==> config.mk <==
export PLATFORM = sky130hd
export DESIGN_NAME = skey_rc_updater
export DESIGN_NICKNAME = d
export VERILOG_FILES = /design/src/rtl/skey_pkg.sv /design/src/rtl/skey_page_decode.sv /design/src/rtl/skey_merge.sv /design/src/rtl/skey_rc_updater.sv
export SDC_FILE = /design/constraint.sdc
export NUM_CORES = 1
export LEC_CHECK = 0
export BUFFER_PORTS_ARGS = -buffer_cell sky130_fd_sc_hd__buf_2
export CORE_ASPECT_RATIO = 1.5
export CORE_MARGIN = 1.5
export CORE_UTILIZATION = 40
export DETAILED_ROUTE_END_ITERATION = 10
export PLACE_DENSITY = 0.67
export SETUP_SLACK_MARGIN = 0.3
export SKIP_LAST_GASP = 1
export SLEW_MARGIN = 40
export SYNTH_ARGS = -nofsm -noshare
export SYNTH_HDL_FRONTEND = slang
export SYNTH_HIERARCHICAL = 1
export SYNTH_SLANG_ARGS = --single-unit
==> constraint.sdc <==
create_clock -name clk -period 1.8 [get_ports clk]
set_clock_uncertainty 0.2 [all_clocks]
set_input_delay 0.36 -clock clk [delete_from_list [all_inputs] [get_ports clk]]
set_output_delay 0.36 -clock clk [all_outputs]
set_load 0.05 [all_outputs]
==> src/rtl/skey_pkg.sv <==
package skey_pkg;
  typedef enum logic [1:0] {
    ACC_LOAD  = 2'b00,
    ACC_STORE = 2'b01,
    ACC_FETCH = 2'b10,
    ACC_RSVD  = 2'b11
  } acc_t;

  typedef enum logic [1:0] {
    ST_IDLE  = 2'b00,
    ST_READ  = 2'b01,
    ST_WRITE = 2'b10
  } upd_state_t;
endpackage

==> src/rtl/skey_page_decode.sv <==
module skey_page_decode #(
  parameter int ADDR_W = 32,
  parameter int PAGE_SHIFT = 12,
  parameter logic [ADDR_W:0] MEM_SIZE = 33'h0_0010_0000,
  localparam int IDX_W = ADDR_W - PAGE_SHIFT
) (
  input  logic [ADDR_W-1:0] addr,
  output logic [IDX_W-1:0]  page_idx,
  output logic              in_range
);
  // Page number is the address with the in-page offset removed.
  assign page_idx = addr[ADDR_W-1:PAGE_SHIFT];
  // Range compare at one extra bit so MEM_SIZE may equal 2**ADDR_W.
  assign in_range = ({1'b0, addr} < MEM_SIZE);
endmodule

==> src/rtl/skey_merge.sv <==
module skey_merge
  import skey_pkg::*;
#(
  parameter int KEY_W = 7,
  parameter int REF_BIT = 1,
  parameter int CHG_BIT = 0,
  parameter int FLAG_W = 3,
  parameter int WR_FLAG = 1
) (
  input  logic [KEY_W-1:0]  key_in,
  input  acc_t              acc,
  input  logic [FLAG_W-1:0] flags_in,
  output logic [KEY_W-1:0]  key_out,
  output logic [FLAG_W-1:0] flags_out
);
  logic is_store;
  assign is_store = (acc == ACC_STORE);

  always_comb begin
    key_out = key_in;
    key_out[REF_BIT] = 1'b1;
    if (is_store) key_out[CHG_BIT] = 1'b1;
  end

  always_comb begin
    flags_out = flags_in;
    // Clean page on a non-store: keep it write-protected so a store traps.
    if (!is_store && !key_in[CHG_BIT]) flags_out[WR_FLAG] = 1'b0;
  end
endmodule

==> src/rtl/skey_rc_updater.sv <==
module skey_rc_updater
  import skey_pkg::*;
#(
  parameter int ADDR_W = 32,
  parameter int PAGE_SHIFT = 12,
  parameter logic [ADDR_W:0] MEM_SIZE = 33'h0_0010_0000,
  parameter int KEY_W = 7,
  parameter int REF_BIT = 1,
  parameter int CHG_BIT = 0,
  parameter int FLAG_W = 3,
  parameter int WR_FLAG = 1,
  localparam int IDX_W = ADDR_W - PAGE_SHIFT
) (
  input  logic              clk,
  input  logic              rst,
  input  logic              req_valid,
  input  logic [ADDR_W-1:0] req_addr,
  input  logic [1:0]        req_acc,
  input  logic [FLAG_W-1:0] req_flags,
  output logic              busy,
  output logic              kr_rd_en,
  output logic              kr_wr_en,
  output logic [IDX_W-1:0]  kr_addr,
  output logic [KEY_W-1:0]  kr_wdata,
  input  logic [KEY_W-1:0]  kr_rdata,
  input  logic              kr_err,
  output logic              rsp_valid,
  output logic [FLAG_W-1:0] rsp_flags,
  output logic              rsp_err
);
  upd_state_t        state;
  acc_t              acc_q;
  logic [FLAG_W-1:0] flags_q;
  logic [IDX_W-1:0]  page_idx;
  logic              in_range;
  logic [KEY_W-1:0]  key_new;
  logic [FLAG_W-1:0] flags_new;

  skey_page_decode #(
    .ADDR_W(ADDR_W), .PAGE_SHIFT(PAGE_SHIFT), .MEM_SIZE(MEM_SIZE)
  ) u_decode (
    .addr(req_addr), .page_idx(page_idx), .in_range(in_range)
  );

  skey_merge #(
    .KEY_W(KEY_W), .REF_BIT(REF_BIT), .CHG_BIT(CHG_BIT),
    .FLAG_W(FLAG_W), .WR_FLAG(WR_FLAG)
  ) u_merge (
    .key_in(kr_rdata), .acc(acc_q), .flags_in(flags_q),
    .key_out(key_new), .flags_out(flags_new)
  );

  assign busy = (state != ST_IDLE);

  always_ff @(posedge clk) begin
    if (rst) begin
      state     <= ST_IDLE;
      acc_q     <= ACC_LOAD;
      flags_q   <= '0;
      kr_rd_en  <= 1'b0;
      kr_wr_en  <= 1'b0;
      kr_addr   <= '0;
      kr_wdata  <= '0;
      rsp_valid <= 1'b0;
      rsp_flags <= '0;
      rsp_err   <= 1'b0;
    end else begin
      kr_rd_en  <= 1'b0;
      kr_wr_en  <= 1'b0;
      rsp_valid <= 1'b0;
      rsp_err   <= 1'b0;
      case (state)
        ST_IDLE: begin
          if (req_valid) begin
            acc_q   <= acc_t'(req_acc);
            flags_q <= req_flags;
            if (in_range) begin
              kr_addr  <= page_idx;
              kr_rd_en <= 1'b1;
              state    <= ST_READ;
            end else begin
              rsp_valid <= 1'b1;
              rsp_flags <= req_flags;
            end
          end
        end
        ST_READ: state <= ST_WRITE;
        ST_WRITE: begin
          state     <= ST_IDLE;
          rsp_valid <= 1'b1;
          if (kr_err) begin
            rsp_err   <= 1'b1;
            rsp_flags <= flags_q;
          end else begin
            kr_wr_en  <= 1'b1;
            kr_wdata  <= key_new;
            rsp_flags <= flags_new;
          end
        end
        default: state <= ST_IDLE;
      endcase
    end
  end
endmodule

==> reports/metrics.cfg <==
[status]
status=completed

[run]
max_cap_violations=0

[routing]
drt_iter0_drc=44
wl_per_cell_um=11.8
vias=1447
drc_errors=0
viasPerCell=4.81
ant_nets=0
wl_um=3550
dr.pass1.iters=4

[min_path]
hp-class=in -> reg

[synthesis]
synth.area.mux_share_pct=8.43
synth_area_leaders=dfxtp_1 (46%), buf_4 (13%), mux2i_1 (8.4%), nand2_1 (8.4%), a21oi_1 (6.5%)
synth_top_area_share_pct=46.1
syn_inst=201
yosys.area.top_type=dfxtp_1
synth-seq-cells=41
yosys.area_share.simple_pct=21.0
yosys_warnings=6
syn_nets=249
synth_compound_area_share_pct=8.78
synth_top_family_by_area=simple AND/OR/NAND/NOR gates
synth_cell_types=26
synth_xor_xnor_area_share_pct=0
netlist_area_sq_mm=0.00178
syn_avg_cell_area_sq_um=8.86
synth_fa_ha_area_share_pct=0
synth_seq_area_share_pct=46.1

[placement]
portBuffers=69
place.gp.congestion=0.693
dpl_cell_area_sq_mm=0.00200
dp_hpwl_um=2410

[sta]
slew_viol_final=0
period_share_pct=92.2
fmax_mhz=603
hold_viol=0
setup_viol=0
layout_min_cycle_time_ns=1.66
rsz0062_at_grt=true
holdWs_ns=0.107
fin_tns_setup_ns=0

[worst_setup_path]
cp.required_ns=1.82
crit_path_max_fanout=10
worstSetupEndpointType=flop
cp.arrival_ns=1.68
worstSetupPathType=in -> reg
cp-start-kind=primary input

[global_routing]
grt_pass1_wl_um=5490
gr-total-overflow=0
grtUsageTotal_pct=14.1
grt_pass1_vias=1333
grt_max_degree=23
antenna_found_initial=0

[clock_network]
cts-root-buf=clkbuf_8
clk_pin_slew_ns=0.08
cts_buffers=5
cts_buffer_depth=2
cts_tree=yes
cts_hold_buf=0
clkSinkCount=41
htree_levels=2
clock_latency_ns=0.29

[finish]
fillers=419
postLayoutCellArea_sq_mm=0.00225
area_delta_synth_final_pct=26.1
final_net_count=303
diodes=0
multi_input_area_sq_um=727
drive_above_1_share_pct=41.2
seqCellArea_sq_um=828

[power]
power_frac_seq_pct=55.8
cellPowerDensity_mw_per_mm2=736
internal-power_mw=1.29
clockPowerShare_pct=35.6
power_mw=1.65
switching_share_pct=22.1
peakVddDrop_uv=649
p_leak_nw=1.02
p_comb_share_pct=8.6
switchingPower_uw=365

[floorplan]
core_area_sq_mm=0.00425
die_w_um=57.5
ios=83
die_h_um=84.7
initial_core_util_pct=42.0
rows=29
design.die.area_sq_mm=0.00487

-- cells by family after synthesis --
kind of cell,count (synthesis)
other,1
and+or+nand+nor,76
muxes,15
AOI/OAI and AO/OA,28
buffers and inverters,40
DFF,41
-- per-stage QoR --
stage / utilization, % / worst slack [ns] / cells
after floorplan: - / 0.196 / 201
after global placement: 47.2 / -0.260 / 287
after detailed placement: 47.2 / -0.262 / 287
after CTS: 50.8 / 0.142 / 296
after global routing: 52.9 / 0.0765 / 301
final: 52.9 / 0.141 / 301
-- what timing repair did --
item                                    in CTS  in global routing
hold endpoints to repair                     0                  0
gates cloned                                 0                  1
pin swaps                                    2                  7
gates resized for setup                     12                  9
endpoints found under the setup margin      32                 38
buffers inserted                             2                  4
-- power groups by stage --
stage               clock network [mW]  logic [mW]  registers [mW]
floorplan                            0      0.0917           0.963
CTS                              0.618       0.140           0.922
global route                     0.644       0.155           0.923
detailed placement                   0       0.132           0.946
global placement                     0       0.131           0.946
finish                           0.589       0.142           0.922
-- layer usage --
| layer | part of all wire (%) | global-route usage (%) | vias up |
|---|---|---|---|
| met4 | 1.1 | 5.71 | 0 |
| met1 | 42 | 15.5 | 658 |
| met3 | 5.5 | 3.39 | 5 |
| met2 | 51 | 25.2 | 51 |
| met5 | 0 | 0 | - |
| li1 | - | - | 733 |
-- cell usage in the layout (no fill, tap or decap), types with 2 or more instances in the layout --
cell type and n:
dfxtp_1 39, dfxtp_4 2, buf_4 13, a22o_1 3, nand2_1 40, a21oi_1 22
nor3b_4 2, nor2b_1 2, buf_2 65, buf_6 5, nor2_1 18, o21a_1 2
mux2i_1 15, nor3b_1 2, clkbuf_8 6
-- synth_stat cells --
master      n
a21oi_1    23
a22o_1      3
and3_1      1
and3b_1     1
and4bb_2    1
buf_2       4
buf_4      32
clkbuf_1    3
clkbuf_2    1
conb_1      1
dfxtp_1    41
mux2i_1    15
nand2_1    40
nand4bb_1   1
nor2_1     18
nor2b_1     2
nor2b_2     1
nor2b_4     1
nor3_1      1
nor3b_1     2
nor3b_2     1
nor3b_4     1
nor4_1      3
o21a_1      2
or2_1       1
or2_2       1
-- sequential cells by signal, indices dropped and copies added, names as in the netlist --
register	cells
kr_wdata	7
kr_rd_en	1
rsp_valid	1
kr_wr_en	1
acc_q	2
state	2
rsp_flags	3
kr_addr	20
flags_q	3
rsp_err	1
-- worst max-delay path, cell delays in order --
cell and delay, ns:
buf_6 0.10, nor4_4 0.25, buf_4 0.15, and3_4 0.19, and4bb_4 0.28, clkbuf_16 0.16, nand2_1 0.05, a21oi_1 0.12
-- path summary, 6_finish.rpt --
check / cells past startpoint / endpoint / slack [ns] / start
hold / removal: 3 / kr_addr[3] / 0.11 / req_addr[15]
setup / recovery: 8 / kr_addr[0] / 0.14 / req_addr[30]
setup reg to reg: 5 / kr_addr[0] / 0.33 / state[0]
hold reg to reg: 2 / kr_addr[6] / 0.25 / kr_addr[6]
-- final cells by class --
class                      instances  share of cell area, %
timing repair buffer              87                   24.3
multi-input combinational        120                   32.4
clock buffer                       7                   3.84
sequential                        41                   36.9
tap                               46                   2.56
No activity file was read; power rests on OpenSTA's default activity.
